$ cat src/rtl/swr_pkg.sv
package swr_pkg;
  typedef enum logic [2:0] {
    ST_IDLE,
    ST_RSTHI,
    ST_FLUSH,
    ST_SKIP,
    ST_OEWAIT,
    ST_READ
  } swr_state_e;
endpackage

$ cat src/rtl/swr_pclk_gen.sv
// One pixel-clock pulse per accepted launch: high DIV_HALF cycles, then low
// DIV_HALF cycles. Back-to-back launches give a steady 2*DIV_HALF period.
module swr_pclk_gen #(
  parameter int DIV_HALF = 4
) (
  input  logic clk,
  input  logic rst_n,
  input  logic go,
  output logic pclk,
  output logic sample,
  output logic done
);
  localparam int PW = $clog2(2 * DIV_HALF);
  localparam logic [PW-1:0] LAST_HI = PW'(DIV_HALF - 1);
  localparam logic [PW-1:0] LAST    = PW'(2 * DIV_HALF - 1);

  logic          active;
  logic [PW-1:0] ph;
  logic          hi_q;
  logic          launch;

  assign done   = active && (ph == LAST);
  assign sample = active && (ph == LAST_HI);
  assign launch = go && (!active || done);
  assign pclk   = hi_q;

  always_ff @(posedge clk) begin
    if (!rst_n) begin
      active <= 1'b0;
      ph     <= '0;
      hi_q   <= 1'b0;
    end else if (launch) begin
      active <= 1'b1;
      ph     <= '0;
      hi_q   <= 1'b1;
    end else if (active) begin
      if (ph == LAST_HI) hi_q <= 1'b0;
      if (done) begin
        active <= 1'b0;
        ph     <= '0;
      end else begin
        ph <= ph + 1'b1;
      end
    end
  end
endmodule

$ cat src/rtl/swr_seq.sv
// Start-up and acquisition sequencer: reset pulse, flush pulses, discarded
// frame, quiet wait before output enable, then continuous frame reads.
module swr_seq
  import swr_pkg::*;
#(
  parameter int FLUSH   = 4,
  parameter int BPF     = 1124,
  parameter int RST_CYC = 8,
  parameter int QUIET   = 3,
  localparam int CW = $clog2(BPF)
) (
  input  logic          clk,
  input  logic          rst_n,
  input  logic          start,
  input  logic          stop,
  input  logic          pclk,
  input  logic          done,
  input  logic          can_take,
  output logic          go,
  output logic          sen_rst,
  output logic          oe_n,
  output logic          rd,
  output logic [CW-1:0] cnt
);
  localparam int TW = $clog2(RST_CYC + 1);
  localparam int QW = $clog2(QUIET + 1);
  localparam logic [QW-1:0] QLIM = QW'(QUIET);

  swr_state_e    state;
  logic [TW-1:0] tmr;
  logic [QW-1:0] sf;
  logic          stop_pend;
  logic          oe_q;
  logic          at_end;

  assign at_end  = done && (cnt == CW'(BPF - 1));
  assign sen_rst = (state == ST_RSTHI);
  assign oe_n    = oe_q;
  assign rd      = (state == ST_READ);

  always_comb begin
    unique case (state)
      ST_FLUSH: go = 1'b1;
      ST_SKIP:  go = !at_end;
      ST_READ:  go = can_take && !(at_end && stop_pend);
      default:  go = 1'b0;
    endcase
  end

  // low-phase run length since the most recent clock fall, saturating
  always_ff @(posedge clk) begin
    if (!rst_n)         sf <= '0;
    else if (pclk)      sf <= '0;
    else if (sf != QLIM) sf <= sf + 1'b1;
  end

  always_ff @(posedge clk) begin
    if (!rst_n)                 stop_pend <= 1'b0;
    else if (state == ST_IDLE)  stop_pend <= 1'b0;
    else if (stop)              stop_pend <= 1'b1;
  end

  always_ff @(posedge clk) begin
    if (!rst_n) begin
      state <= ST_IDLE;
      tmr   <= '0;
      cnt   <= '0;
      oe_q  <= 1'b1;
    end else begin
      unique case (state)
        ST_IDLE: if (start) begin
          state <= ST_RSTHI;
          tmr   <= '0;
        end
        ST_RSTHI: begin
          if (tmr == TW'(RST_CYC - 1)) begin
            state <= ST_FLUSH;
            cnt   <= '0;
          end else begin
            tmr <= tmr + 1'b1;
          end
        end
        ST_FLUSH: if (done) begin
          if (cnt == CW'(FLUSH - 1)) begin
            state <= ST_SKIP;
            cnt   <= '0;
          end else begin
            cnt <= cnt + 1'b1;
          end
        end
        ST_SKIP: if (done) begin
          if (at_end) begin
            cnt   <= '0;
            state <= stop_pend ? ST_IDLE : ST_OEWAIT;
          end else begin
            cnt <= cnt + 1'b1;
          end
        end
        ST_OEWAIT: if (sf >= QLIM) begin
          oe_q  <= 1'b0;
          state <= ST_READ;
          cnt   <= '0;
        end
        ST_READ: if (done) begin
          if (at_end) begin
            cnt <= '0;
            if (stop_pend) begin
              state <= ST_IDLE;
              oe_q  <= 1'b1;
            end
          end else begin
            cnt <= cnt + 1'b1;
          end
        end
        default: state <= ST_IDLE;
      endcase
    end
  end
endmodule

$ cat src/rtl/swr_unpack.sv
// Holds one captured byte and releases it as two stream pixels, even first.
// Dummy-column bytes are not loaded.
module swr_unpack #(
  parameter int NIB  = 4,
  parameter int COLS = 280,
  parameter int BPC  = 4,
  parameter int CW   = 11
) (
  input  logic           clk,
  input  logic           rst_n,
  input  logic           cap,
  input  logic [CW-1:0]  cnt,
  input  logic [NIB-1:0] in_even,
  input  logic [NIB-1:0] in_odd,
  input  logic           ready,
  output logic           valid,
  output logic [NIB-1:0] data,
  output logic           sof,
  output logic           eof,
  output logic           can_take
);
  localparam int REAL = COLS * BPC;

  logic           full;
  logic           sel_odd;
  logic [NIB-1:0] h_even;
  logic [NIB-1:0] h_odd;
  logic           h_first;
  logic           h_last;
  logic           keep;
  logic           fire;

  assign keep     = (cnt < CW'(REAL));
  assign fire     = full && ready;
  assign can_take = !full || (fire && sel_odd);

  assign valid = full;
  assign data  = sel_odd ? h_odd : h_even;
  assign sof   = full && h_first && !sel_odd;
  assign eof   = full && h_last && sel_odd;

  always_ff @(posedge clk) begin
    if (!rst_n) begin
      full    <= 1'b0;
      sel_odd <= 1'b0;
      h_even  <= '0;
      h_odd   <= '0;
      h_first <= 1'b0;
      h_last  <= 1'b0;
    end else if (cap && keep) begin
      full    <= 1'b1;
      sel_odd <= 1'b0;
      h_even  <= in_even;
      h_odd   <= in_odd;
      h_first <= (cnt == '0);
      h_last  <= (cnt == CW'(REAL - 1));
    end else if (fire) begin
      if (sel_odd) begin
        full    <= 1'b0;
        sel_odd <= 1'b0;
      end else begin
        sel_odd <= 1'b1;
      end
    end
  end
endmodule

$ cat src/rtl/swr_readout.sv
module swr_readout #(
  parameter int COLS     = 280,
  parameter int ROWS     = 8,
  parameter int NIB      = 4,
  parameter int DIV_HALF = 4,
  parameter int QUIET    = 3,
  parameter int FLUSH    = 4,
  parameter int RST_CYC  = 8
) (
  input  logic           clk,
  input  logic           rst_n,
  input  logic           start,
  input  logic           stop,
  input  logic [NIB-1:0] sen_even,
  input  logic [NIB-1:0] sen_odd,
  output logic           sen_clk,
  output logic           sen_rst,
  output logic           sen_oe_n,
  output logic           pix_valid,
  input  logic           pix_ready,
  output logic [NIB-1:0] pix_data,
  output logic           pix_sof,
  output logic           pix_eof
);
  localparam int BPC = ROWS / 2;
  localparam int BPF = (COLS + 1) * BPC;
  localparam int CW  = $clog2(BPF);

  logic          go;
  logic          sample;
  logic          done;
  logic          rd;
  logic          can_take;
  logic [CW-1:0] cnt;

  swr_pclk_gen #(.DIV_HALF(DIV_HALF)) u_pclk (
    .clk    (clk),
    .rst_n  (rst_n),
    .go     (go),
    .pclk   (sen_clk),
    .sample (sample),
    .done   (done)
  );

  swr_seq #(
    .FLUSH   (FLUSH),
    .BPF     (BPF),
    .RST_CYC (RST_CYC),
    .QUIET   (QUIET)
  ) u_seq (
    .clk      (clk),
    .rst_n    (rst_n),
    .start    (start),
    .stop     (stop),
    .pclk     (sen_clk),
    .done     (done),
    .can_take (can_take),
    .go       (go),
    .sen_rst  (sen_rst),
    .oe_n     (sen_oe_n),
    .rd       (rd),
    .cnt      (cnt)
  );

  swr_unpack #(
    .NIB  (NIB),
    .COLS (COLS),
    .BPC  (BPC),
    .CW   (CW)
  ) u_unpack (
    .clk      (clk),
    .rst_n    (rst_n),
    .cap      (sample && rd),
    .cnt      (cnt),
    .in_even  (sen_even),
    .in_odd   (sen_odd),
    .ready    (pix_ready),
    .valid    (pix_valid),
    .data     (pix_data),
    .sof      (pix_sof),
    .eof      (pix_eof),
    .can_take (can_take)
  );
endmodule

$ cat config.mk
export PLATFORM = sky130hd
export DESIGN_NAME = swr_readout
export DESIGN_NICKNAME = d
export VERILOG_FILES = /design/src/rtl/swr_pkg.sv /design/src/rtl/swr_pclk_gen.sv /design/src/rtl/swr_seq.sv /design/src/rtl/swr_unpack.sv /design/src/rtl/swr_readout.sv
export SDC_FILE = /design/constraint.sdc
export NUM_CORES = 1
export LEC_CHECK = 0
export ABC_AREA = 1
export ABC_CLOCK_PERIOD_IN_PS = 4300
export BUFFER_PORTS_ARGS = -buffer_cell sky130_fd_sc_hd__clkbuf_2
export CAP_MARGIN = 20
export CORE_ASPECT_RATIO = 1.4
export CORE_MARGIN = 1
export CORE_UTILIZATION = 50
export CTS_CLUSTER_SIZE = 10
export DETAILED_ROUTE_END_ITERATION = 7
export PLACE_DENSITY = 0.69
export SETUP_SLACK_MARGIN = 0.15
export SKIP_LAST_GASP = 1
export SLEW_MARGIN = 20
export SYNTH_ARGS = -nofsm -noshare
export SYNTH_HDL_FRONTEND = slang
export SYNTH_SLANG_ARGS = --single-unit
$ cat constraint.sdc
create_clock -name clk -period 4.3 [get_ports clk]
set_input_delay 1.29 -clock clk [delete_from_list [all_inputs] [get_ports clk]]
set_output_delay 1.29 -clock clk [all_outputs]
set_load 0.005 [all_outputs]
-- Yosys cells after proc, flatten, opt, wreduce, memory -nomap -nowiden
Index checks and enable logic that the tools add are counted.
- flip-flop bits (word level): 39
- bits of input ports: 13
- output and inout port bits: 10
- word-level logic and storage cells: 127
- add/subtract/negate cells: 4
- order comparisons: 2
- eq/ne operators: 24
- mux-type cells: 40
- bitwise operators: 1
- reductions and logical operators: 41
- operators with widths (cell ; count):
    11-bit 2-to-1 mux ; 6
    11-bit case mux with 4 select lines ; 1
    3-bit 2-to-1 mux ; 12
    11-bit == test (second input constant) ; 2
    3-bit case mux with 6 select lines ; 1
    2-bit by 1-bit != test with 1-bit output (second input constant) ; 8
    1-bit logical AND ; 14
    1-bit 2-to-1 mux ; 14
    4-bit 2-to-1 mux ; 3
    2-bit nonzero test ; 6
    11-bit by 1-bit adder with 11-bit output (second input constant) ; 1
    11-bit by 2-bit == test with 1-bit output (second input constant) ; 1
    11-bit logical NOT ; 1
    11-bit less-than comparator (second input constant) ; 1
    2-bit != test (second input constant) ; 5
    10-bit AND reduction ; 1
    5-bit AND reduction ; 2
    2-bit OR reduction ; 5
    3-bit by 2-bit == test with 1-bit output (second input constant) ; 3
    3-bit == test (second input constant) ; 3
    4-bit case mux with 2 select lines ; 1
    1-bit logical NOT ; 5
    4-bit by 1-bit adder with 4-bit output (second input constant) ; 1
    4-bit by 3-bit == test with 1-bit output (second input constant) ; 1
    12 further kinds ; 14

-- Longest topological paths before layout
Gate-level depths: netlist of run 1.
- depth in word-level cells: 10
- gate-level depth with buffers: 13
- depth with buffers taken out: 13

-- Modules after synthesis
Synthesis of run 1 repeated with hierarchy kept, for this count alone.
- cell total of the unflattened synthesis: 372
- area total of the unflattened synthesis: 2426.1 um2
- modules (own cells, without submodules) (module ; instances ; cells each ; area each (um2) ; seq. area each (um2)):
    swr_seq ; 1 ; 218 ; 1452.6 ; 440.4
    swr_unpack ; 1 ; 112 ; 694.4 ; 240.2
    swr_pclk_gen ; 1 ; 40 ; 271.5 ; 100.1
    swr_readout ; 1 ; 2 ; 7.5 ; 0.0

-- Least setup slack after synthesis of run 1
Ideal clock, no wire load.
- path type: in2reg
- from: in start
- to: reg u_seq.state[1]
- library setup time: 113 ps
- data arrival time: 1980 ps
- data required time: 4187 ps
- path slack: 2207 ps
- cell stages on the path: 8
- buffers on the path: 0
- path through: nand3b_1 nand2_1 nor2_1 nand2_1 nor2_1 nand3_1 nand2_1 nor2_1
- word-level cells in the longest chain between the ends: 2
- ends and longest elaborated chain (what ; RTL line ; source):
    start: declaration ; swr_readout.sv:12 ; input logic start,
    2-bit != test (no source line) ; n/a ;
    10-bit AND reduction (no source line) ; n/a ;
    end signal: assignment ; swr_seq.sv:94 ; state <= stop_pend ? ST_IDLE : ST_OEWAIT;
    end: declaration ; swr_seq.sv:29 ; swr_state_e state;
No other way between the ends.
A chain may end at the register's enable or synchronous reset.

-- Worst setup path after layout of run 1
- from: reg u_seq.state[0]
- to: out sen_rst
- word-level cells in the longest chain between the ends: 1
- ends and longest elaborated chain (what ; RTL line ; source):
    3-bit by 1-bit == test with 1-bit output ; swr_seq.sv:37 ; assign sen_rst = (state == ST_RSTHI);
    end: declaration ; swr_readout.sv:17 ; output logic sen_rst,
No other way between the ends.

==> results.py, run 1 <==
metrics = {
    "status": {
        "status": "finished clean",
    },
    "clocking": {
        "cts.sinks": 39,
        "ctsHoldBuffers": 0,
        "cts_root_buf": "clkbuf_8",
        "worstSkewPairLatency_ns": 0.29,
        "clock_path_buffers": 2,
        "htree_num_levels": 2,
        "post_cts_buffers": 0,
        "numCtsBuffers": 5,
        "path_clk_slew_ns": 0.08,
        "cts_resized": 0,
        "cts_tree": "built",
    },
    "synthesis": {
        "yosysMostFrequentCell": "nand2_1",
        "ys.flop_type": "dfxtp_1",
        "synthDominantCellAreaShare_pct": 34.8,
        "yosysTopAreaCell": "dfxtp_1",
        "synthAdderAreaFrac_pct": 3.91,
        "synth_nets": 352,
        "synth-edff-count": 0,
        "ys_seq_elements": 39,
        "synth_area_leaders": "dfxtp_1 35%, nand2_1 14%, nor2_1 9.7%",
        "syn_area_um2": 2240,
        "avgSynthCellArea_um2": 6.75,
        "synth_warnings": 0,
        "synth-xor-area-share_pct": 0.391,
        "synthMuxAreaShare_pct": 0.446,
        "async_flop_share_pct": 0,
        "synth.distinct_cells": 36,
        "synth_top_family_by_area": "simple AND/OR/NAND/NOR gates",
        "seq_area_frac_synth_pct": 34.8,
        "syn_inst": 332,
        "synth-compound-area-share_pct": 10.8,
        "synth-simple-area-share_pct": 40.6,
        "synthTopCellsByCount": "82 x nand2_1, 58 x nor2_1, 39 x dfxtp_1",
    },
    "worst_setup_path": {
        "r2r_start": "u_seq.state[2]",
        "r2r-end": "u_unpack.h_first",
        "crit_path_start": "u_seq.state[0]",
        "worstPathArrival_ns": 1.30,
        "worst-path-max-fanout": 8,
        "crit_type": "reg2out",
        "crit_end": "sen_rst",
        "cp-start-kind": "flip-flop",
        "required_ns": 3.01,
        "reg2reg_slack_ns": 2.18,
        "endpoint_kind": "primary output",
        "reg2reg_depth": 6,
    },
    "pwr": {
        "power.total_mw": 1.19,
        "ir_drop_mv": 0.268,
        "leakage_nw": 1.14,
        "power_density_nw_per_um2": 482,
    },
    "routing": {
        "dr.pass1.iters": 4,
        "wirelength_mm": 4.48,
        "via_per_inst": 4.94,
        "route.detailed.drc": 0,
        "ant_nets": 0,
        "drt_iter0_markers": 81,
        "vias": 2035,
        "wl_per_cell_um": 10.9,
    },
    "hold_path": {
        "hold_depth": 2,
        "hp-class": "reg2reg",
    },
    "timing": {
        "relSlewSlack_pct": 68.7,
        "skew_ns": 0.00415,
        "report.final.hold_viol_count": 0,
        "rsz0062_at_grt": "false",
        "worst_pin_slew_ns": 0.469,
        "tns_ns": 0,
        "finalSetupViolCount": 0,
        "min_period_ns": 2.59,
        "fmax_mhz": 387,
        "slew_viol_final": 0,
        "fin_ws_ns": 1.71,
        "finalCritPeriodShare_pct": 60.1,
    },
    "die": {
        "start_util_pct": 52.5,
        "placeableCoreArea_um2": 4270,
        "dieArea_um2": 4760,
        "fp.dieW_um": 58.6,
        "num_rows": 28,
        "die_y_um": 81.2,
        "ios": 23,
    },
    "global_route": {
        "grt_pass1_wl_mm": 7.76,
        "grt_pass1_vias": 1851,
        "grt_use_total_pct": 20.9,
        "grt_max_degree": 21,
        "grt_overflow_total": 0,
        "antenna_found_initial": 0,
    },
    "layout": {
        "area_growth_pct": 10.4,
        "drive_gt1_share_pct": 16.8,
        "finalNetCount": 371,
        "n_antenna_cell": 0,
    },
    "flow_run": {
        "drv_cap": 0,
    },
    "place": {
        "dp_worst_setup_slack_ns": 1.72,
        "dpl.hpwl_mm": 3.43,
        "port_buffers": 22,
        "globalplace.congestion": 0.887,
    },
}
[worst max-delay path, cell delays in order (launching register included)]
cell      delay, ns
dfxtp_1        0.58
nand2_2        0.12
nor2_4         0.17
clkbuf_2       0.14
[report_power, final]
group | internal [mW] | switching (mW)
logic | 0.145 | 0.278
clock network | 0.173 | 0.139
registers | 0.406 | 0.0528
[cell families (layout without fill, tap and decap cells)]
group,count (synthesis),after routing
and+or+nand+nor,194,194
DFF,39,39
xor gates and xnor gates,1,1
buffers and inverters,47,67
muxes,1,1
adders and majority gates,7,7
AOI/OAI and AO/OA,43,43
[sequential cells by signal (all words and copies together) (netlist names)]
signal and count:
u_seq.cnt 11, u_seq.tmr 4, u_unpack.h_even 4, u_unpack.h_odd 4
u_pclk.ph 3, u_seq.state 3, u_seq.sf 2, u_pclk.active 1
u_pclk.pclk 1, u_seq.oe_n 1, u_seq.stop_pend 1, u_unpack.h_first 1
u_unpack.h_last 1, u_unpack.sel_odd 1, u_unpack.valid 1
[metal layers]
layer / vias to the layer above / GRT usage, % / wire length (µm)
met2: 25 / 39.3 / 2300
met1: 912 / 23.8 / 2020
met5: - / 0 / 0
li1: 1093 / - / -
met3: 5 / 3.82 / 111
met4: 0 / 5.71 / 51
[final cells by class]
cell class / instances / area [µm²]
Tap cell: 60 / 75.1
Timing Repair Buffer: 22 / 110
Clock inverter: 3 / 43.8
Sequential cell: 39 / 781
Clock buffer: 5 / 68.8
Multi-Input combinational cell: 246 / 1260
Fill cell: 436 / 1800
Inverter: 37 / 139
[worst min-delay path by stage]
| stage | startpoint | endpoint | slack (ns) |
|---|---|---|---|
| 6_report | u_seq.sf[1] | u_seq.sf[1] | 0.47 |
| 5_1_grt | u_seq.sf[1] | u_seq.sf[1] | 0.49 |
| 4_1_cts | u_unpack.h_first | u_unpack.h_first | 0.48 |
| 3_5_place_dp | u_unpack.h_first | u_unpack.h_first | 0.46 |
| 3_3_place_gp | u_seq.sf[1] | u_seq.sf[1] | 0.45 |
| 2_1_floorplan | u_seq.sf[1] | u_seq.sf[1] | 0.44 |
[through the flow]
stage                     hold slack (ns)  cells  cell area (µm²)  utilization, %
final                               0.471    412             2480            57.9
after global routing                0.490    412             2480            57.9
after CTS                           0.475    412             2480            57.9
after detailed placement            0.462    404             2360            55.3
after global placement              0.455    404             2360            55.3
after floorplan                     0.444    332             2240               -
[layout by cell type (no fill, tap or decap), drive strengths merged, types with 3 or more instances in the layout]
| cell type | netlist | routed |
|---|---|---|
| nand2 | 90 | 90 |
| o21ai | 18 | 18 |
| ha | 7 | 7 |
| nor2 | 67 | 67 |
| clkbuf | 3 | 27 |
| clkinv | 1 | 3 |
| inv | 36 | 36 |
| dfxtp | 39 | 39 |
| nor3 | 6 | 6 |
| a21oi | 19 | 19 |
| nand4 | 6 | 6 |
| nand3 | 19 | 19 |
No activity file was read; power rests on OpenSTA's default activity.
==> inputs of run 2 (changes only) <==
--- a/config.mk
+++ b/config.mk
@@ -6,7 +6,7 @@
 export NUM_CORES = 1
 export LEC_CHECK = 0
 export ABC_AREA = 1
-export ABC_CLOCK_PERIOD_IN_PS = 4300
+export ABC_CLOCK_PERIOD_IN_PS = 2200
 export BUFFER_PORTS_ARGS = -buffer_cell sky130_fd_sc_hd__clkbuf_2
 export CAP_MARGIN = 20
 export CORE_ASPECT_RATIO = 1.4
@@ -14,7 +14,7 @@
 export CORE_UTILIZATION = 50
 export CTS_CLUSTER_SIZE = 10
 export DETAILED_ROUTE_END_ITERATION = 7
-export PLACE_DENSITY = 0.69
+export PLACE_DENSITY = 0.72
 export SETUP_SLACK_MARGIN = 0.15
 export SKIP_LAST_GASP = 1
 export SLEW_MARGIN = 20
==> constraint.sdc (replaced) <==
create_clock -name clk -period 2.2 [get_ports clk]
set_input_delay 0.66 -clock clk [delete_from_list [all_inputs] [get_ports clk]]
set_output_delay 0.66 -clock clk [all_outputs]
set_load 0.005 [all_outputs]
==> run 2 against run 1 <==
Final area grew 1.2%. Sequential cell count is the same. Worst setup slack lost 1.4 ns. Total power grew 96%. Critical path depth is the same. Via count grew 2.8%. First-iteration DRC count grew 16%. Global-route usage grew 0.92 points. Non-clock buffer count grew 4. Sequential share of layout area shrank 0.38 points. Cell count grew 0.97%. Hold slack lost 0.0034 ns. Critical path type unchanged. Critical endpoint unchanged. Largest cell class unchanged.
==> results.py, run 2 (synthesis gave the netlist of run 1 again) <==
metrics = {
    "status": {
        "status": "finished clean",
    },
    "layout": {
        "n_antenna_cell": 0,
        "final_common_cell": "nand2_1",
        "final_cells": 416,
        "fin_util_pct": 58.6,
        "finalNetCount": 375,
        "num-fill-cells": 425,
        "area_growth_pct": 11.8,
        "drive_gt1_share_pct": 17.7,
        "final_cell_mix": "82 x nand2_1, 58 x nor2_1, 39 x dfxtp_1",
        "regMostFlops": "u_seq.cnt",
        "largest_reg_flops": 11,
    },
    "clocking": {
        "htree_num_levels": 2,
        "cts_resized": 0,
        "numCtsBuffers": 5,
        "cts_root_buf": "clkbuf_8",
        "post_cts_buffers": 0,
        "ctsHoldBuffers": 0,
        "clock_path_buffers": 2,
        "worstSkewPairLatency_ns": 0.29,
        "path_clk_slew_ns": 0.08,
        "cts.sinks": 39,
        "cts_tree": "built",
    },
    "routing": {
        "dr.pass1.iters": 4,
        "wirelength_mm": 4.70,
        "wl_per_cell_um": 11.3,
        "drt_iter0_markers": 94,
        "route.detailed.drc": 0,
        "ant_nets": 0,
        "vias": 2092,
        "via_per_inst": 5.03,
    },
    "hold_path": {
        "hp-class": "reg2reg",
    },
    "pwr": {
        "power_density_nw_per_um2": 931,
        "leakage_nw": 1.15,
        "power.total_mw": 2.33,
        "ir_drop_mv": 0.446,
    },
    "worst_setup_path": {
        "critPathSlowestCell": "dfxtp_1",
        "crit_type": "reg2out",
        "worst-path-max-fanout": 8,
        "critical-path-top-delay-family": "flip-flops",
        "critPathMaxStageDelay_ns": 0.54,
        "cp.buffers_inverters": 1,
        "endpoint_kind": "primary output",
        "required_ns": 1.54,
        "worstPathArrival_ns": 1.25,
        "cp-start-kind": "flip-flop",
        "worstPathCellList": "nand2_2 -> nor2_4 -> clkbuf_2",
    },
    "timing": {
        "fin_ws_ns": 0.294,
        "finalCritPeriodShare_pct": 86.6,
        "fmax_mhz": 525,
        "skew_ns": 0.00765,
        "worst_pin_slew_ns": 0.405,
        "tns_ns": 0,
        "slew_viol_final": 0,
        "finalSetupViolCount": 0,
        "min_period_ns": 1.91,
        "report.final.hold_viol_count": 0,
        "rsz0062_at_grt": "false",
        "relSlewSlack_pct": 73.0,
    },
    "die": {
        "ios": 23,
        "fp.dieW_um": 58.6,
        "dieArea_um2": 4760,
        "start_util_pct": 52.5,
        "die_y_um": 81.2,
        "num_rows": 28,
        "placeableCoreArea_um2": 4270,
    },
    "place": {
        "dpl.hpwl_mm": 3.59,
        "globalplace.congestion": 0.890,
        "dp.cells": 408,
        "dp_worst_setup_slack_ns": 0.421,
        "port_buffers": 22,
    },
    "global_route": {
        "grt_overflow_total": 0,
        "grt_pass1_vias": 1860,
        "grt_max_degree": 20,
        "grt_use_total_pct": 21.8,
        "antenna_found_initial": 0,
        "grt_pass1_wl_mm": 7.94,
    },
    "flow_run": {
        "drv_cap": 0,
    },
}
[run 2: changes by cell type in the layout (fill, tap and decap cells not counted)]
cell,previous run,this run
buf_4,0,4
[run 2: worst reg2reg max path: cells and delay by family (launching register included)]
kind          cells  cell delay, ns
fa+ha+maj         2            0.36
buf+inv           2            0.15
flops             1            0.35
simple gates      9            0.82
[run 2: path summary, 6_finish.rpt]
path                            slack, ns            from  depth (start not counted)      endpoint
worst max register to register       0.41    u_pclk.ph[0]                         13  u_seq.cnt[1]
worst max-delay path                 0.29  u_seq.state[0]                          3       sen_rst
worst min-delay path                 0.47     u_seq.sf[1]                          2   u_seq.sf[1]
worst min register to register       0.47     u_seq.sf[1]                          2   u_seq.sf[1]
[run 2: final cells by class]
class,instances,area (µm²),share of cell area [%]
Tap cell,60,75.1,3.00
Timing Repair Buffer,26,140,5.59
Inverter,37,139,5.54
Clock buffer,5,68.8,2.75
Multi-Input combinational cell,246,1260,50.2
Sequential cell,39,781,31.2
Clock inverter,3,43.8,1.75
[run 2: power breakdown]
group          switching (mW)  leakage [nW]  internal (mW)
combinational           0.556         0.780          0.286
clock                   0.259        0.0581          0.338
sequential              0.102         0.316          0.793
total                   0.917          1.15           1.42
[run 2: routing by layer]
layer | part of all wire (%) | global-route usage, %
met5 | 0 | 0
met1 | 42 | 23.2
met4 | 2.5 | 10.7
met2 | 53 | 40.3
met3 | 2.8 | 4.30
[run 2: per-stage QoR]
| stage | hold slack [ns] | area (µm²) |
|---|---|---|
| 5_1_grt | 0.486 | 2510 |
| 6_report | 0.467 | 2510 |
| 3_3_place_gp | 0.453 | 2390 |
| 4_1_cts | 0.469 | 2510 |
| 2_1_floorplan | 0.444 | 2240 |
| 3_5_place_dp | 0.458 | 2390 |
==> inputs of run 3 (changes only) <==
--- a/config.mk
+++ b/config.mk
@@ -5,7 +5,6 @@
 export SDC_FILE = /design/constraint.sdc
 export NUM_CORES = 1
 export LEC_CHECK = 0
-export ABC_AREA = 1
 export ABC_CLOCK_PERIOD_IN_PS = 2200
 export BUFFER_PORTS_ARGS = -buffer_cell sky130_fd_sc_hd__clkbuf_2
 export CAP_MARGIN = 20
@@ -14,6 +13,7 @@
 export CORE_UTILIZATION = 50
 export CTS_CLUSTER_SIZE = 10
 export DETAILED_ROUTE_END_ITERATION = 7
+export MAX_ROUTING_LAYER = met4
 export PLACE_DENSITY = 0.72
 export SETUP_SLACK_MARGIN = 0.15
 export SKIP_LAST_GASP = 1
==> run 3 against run 2 <==
Count of clock-buffer cells in the layout unchanged. Non-clock buffer count is 19 higher. Highest routed layer unchanged. Critical endpoint is now u_seq.state[0]. Critical path depth is 3 higher. Sequential cell count is the same. Combinational power shrank 88%. Largest power group unchanged. Core utilization is 2.3 points higher. The flow now finishes with violations (design-rule violations). Clock power fell by 22%.
==> results.py, run 3 <==
metrics = {
    "pwr": {
        "ir_drop_mv": 0.373,
        "internal_power_uw": 983,
        "swShare_pct": 24.7,
        "switchingPower_uw": 322,
        "combPwrFrac_pct": 7.8,
        "power_density_nw_per_um2": 509,
        "power_frac_clock_pct": 35.9,
        "seq_power_share_pct": 56.3,
        "leakage_nw": 0.987,
        "power.total_mw": 1.31,
    },
    "hold_path": {
        "hold_start": "u_unpack.h_last",
        "hold_end": "u_unpack.h_last",
        "hold_depth": 2,
        "hp-class": "reg2reg",
    },
    "clocking": {
        "clock_path_buffers": 2,
        "cts.sinks": 39,
        "numCtsBuffers": 5,
        "path_clk_slew_ns": 0.08,
        "cts_root_buf": "clkbuf_8",
        "cts_tree": "built",
        "htree_num_levels": 2,
        "worstSkewPairLatency_ns": 0.29,
    },
    "place": {
        "globalplace.congestion": 0.835,
        "dp_worst_setup_slack_ns": -0.0203,
        "port_buffers": 22,
        "dpl.hpwl_mm": 3.41,
        "dpl-instance-area_um2": 2390,
    },
    "global_route": {
        "grt_use_total_pct": 21.7,
        "use_met3_pct": 3.54,
        "grt_pass1_wl_mm": 7.78,
        "grt_pass1_vias": 1794,
        "busiest_layer": "met2",
        "grt_max_degree": 16,
        "grt_overflow_total": 0,
        "grt_use_met1_pct": 25.1,
        "use_met2_pct": 37.5,
        "antenna_found_initial": 0,
    },
    "synthesis": {
        "yosysTopAreaCell": "dfxtp_1",
        "avgSynthCellArea_um2": 8.45,
        "synth_nets": 278,
        "synthTopCellsByCount": "39 x dfxtp_1, 27 x nand2_1, 24 x nor2_1",
        "seq_area_frac_synth_pct": 35.8,
        "ys_seq_elements": 39,
        "synth-edff-count": 0,
        "synth_area_leaders": "dfxtp_1 36%, nand3_1 4.8%, nand2_1 4.6%",
        "ys.flop_type": "dfxtp_1",
        "syn_area_um2": 2180,
        "async_flop_share_pct": 0,
        "yosysMostFrequentCell": "dfxtp_1",
        "synth_warnings": 0,
        "syn_inst": 258,
        "synth.distinct_cells": 55,
        "synthDominantCellAreaShare_pct": 35.8,
    },
    "die": {
        "fp.dieW_um": 57.8,
        "dieArea_um2": 4630,
        "start_util_pct": 51.8,
        "ios": 23,
        "die_y_um": 80.1,
        "placeableCoreArea_um2": 4200,
        "num_rows": 28,
    },
    "worst_setup_path": {
        "worst-path-max-fanout": 5,
        "r2r-end": "u_seq.state[0]",
        "worstPathArrival_ns": 2.24,
        "critPathMaxStageDelay_ns": 0.49,
        "r2r_start": "u_seq.cnt[1]",
        "worstPathCellList": "ha_4 -> or4b_4 -> or3_1 -> o221ai_2 -> o311ai_1 -> a221oi_1",
        "critPathSlowestCell": "or4b_4",
        "reg2reg_depth": 6,
        "reg2reg_slack_ns": 0.16,
        "critical-path-top-delay-family": "simple AND/OR/NAND/NOR gates",
        "cp.buffers_inverters": 0,
        "crit_type": "reg2reg",
        "endpoint_kind": "flip-flop",
        "required_ns": 2.40,
        "cp-start-kind": "flip-flop",
    },
    "timing": {
        "min_period_ns": 2.04,
        "finalSetupViolCount": 0,
        "fmax_mhz": 490,
        "slew_viol_final": 0,
        "rsz0062_at_grt": "true",
        "tns_ns": 0,
        "finalCritPeriodShare_pct": 92.7,
        "report.final.hold_viol_count": 0,
        "skew_ns": 0.00488,
        "worst_pin_slew_ns": 0.373,
        "relSlewSlack_pct": 74.9,
        "fin_ws_ns": 0.160,
    },
    "routing": {
        "drt_iter0_markers": 86,
        "ant_nets": 0,
        "route.detailed.drc": 1,
        "dr.pass1.iters": 6,
        "wl_per_cell_um": 13.7,
        "via_per_inst": 5.80,
        "vias": 1978,
        "wirelength_mm": 4.66,
    },
    "flow_run": {
        "drv_cap": 0,
    },
    "layout": {
        "num-fill-cells": 393,
        "largest_reg_flops": 11,
        "final_cell_mix": "33 x dfxtp_1, 27 x nand2_1, 23 x nor2_1, 23 x buf_4, 22 x clkbuf_2",
        "final_common_cell": "dfxtp_1",
        "finalNetCount": 315,
        "fin_util_pct": 61.0,
        "final_cell_area_um2": 2560,
        "area_growth_pct": 17.6,
        "regMostFlops": "u_seq.cnt",
        "drive_gt1_share_pct": 28.0,
        "n_antenna_cell": 0,
    },
    "status": {
        "failed_checks": "design-rule violations",
        "status": "finished, violations left",
    },
}
-- run 3: cell count changes after synthesis, sizes merged, moves of 3 or more --
cell and change:
inv -28, or4 +8, a31oi +11, a21oi -6, nand2 -63, nor4 +3
buf -3, and3 +6, clkbuf +8, o21ai -10, nor2 -43, mux2i +9
mux2 +4, nand2b +6
-- run 3: timing repair --
item,4_1_cts,5_1_grt
hold endpoints to repair,0,0
buffers inserted,2,1
pin swaps,2,3
resized for setup,7,10
hold buffers,0,0
setup endpoints to repair,14,24
-- run 3: how the worst max path moves through the flow --
stage / slack (ns) / endpoint / cells after the start / start
5_1_grt: 0.07 / u_pclk.pclk / 5 / u_seq.cnt[8]
3_3_place_gp: 0.09 / u_pclk.ph[2] / 6 / u_seq.cnt[0]
4_1_cts: 0.15 / sen_rst / 4 / u_seq.state[0]
3_5_place_dp: -0.02 / u_pclk.ph[2] / 6 / u_seq.cnt[0]
2_1_floorplan: 0.17 / u_seq.state[0] / 6 / u_seq.cnt[0]
6_report: 0.16 / u_seq.state[0] / 6 / u_seq.cnt[1]
-- run 3: kinds of logic after synthesis --
kind of cell	synth area share [%]
AOI/OAI and AO/OA	16.2
muxes	6.66
buffers and inverters	6.31
DFF	35.8
adders and majority gates	4.02
and+or+nand+nor	30.1
xor gates and xnor gates	0.804
-- run 3: per-layer routing --
metal / part of all wire [%] / up-vias
met1: 44 / 901
met4: 1.8 / 0
met3: 3.7 / 9
met2: 50 / 48
met5: 0 / -
li1: - / 1020
-- run 3: power groups by stage --
stage               Clock, mW  Sequential [mW]  Combinational (mW)
finish                  0.468            0.735               0.102
global route            0.505            0.737               0.114
CTS                     0.485            0.733              0.0997
detailed placement          0            0.751              0.0970
global placement            0            0.750              0.0954
floorplan                   0            0.742              0.0786
-- run 3: final cells by class --
cell class	count	area, µm²	area share [%]
Sequential cell	39	791	30.8
Inverter	9	33.8	1.32
Clock buffer	5	68.8	2.68
Timing Repair Buffer	45	283	11.0
Clock inverter	3	15.0	0.586
Multi-Input combinational cell	195	1320	51.3
Tap cell	45	56.3	2.20
-- run 3: tightest hold or removal path: stages, from the launching register on --
cell      delay (ns)
dfxtp_1         0.31
nand2b_1        0.06
a21oi_1         0.05
-- run 3: through the flow --
| step | instances | hold WS [ns] |
|---|---|---|
| 4_1_cts | 340 | 0.474 |
| 6_report | 341 | 0.471 |
| 3_3_place_gp | 330 | 0.452 |
| 3_5_place_dp | 330 | 0.461 |
| 2_1_floorplan | 258 | 0.442 |
| 5_1_grt | 341 | 0.500 |
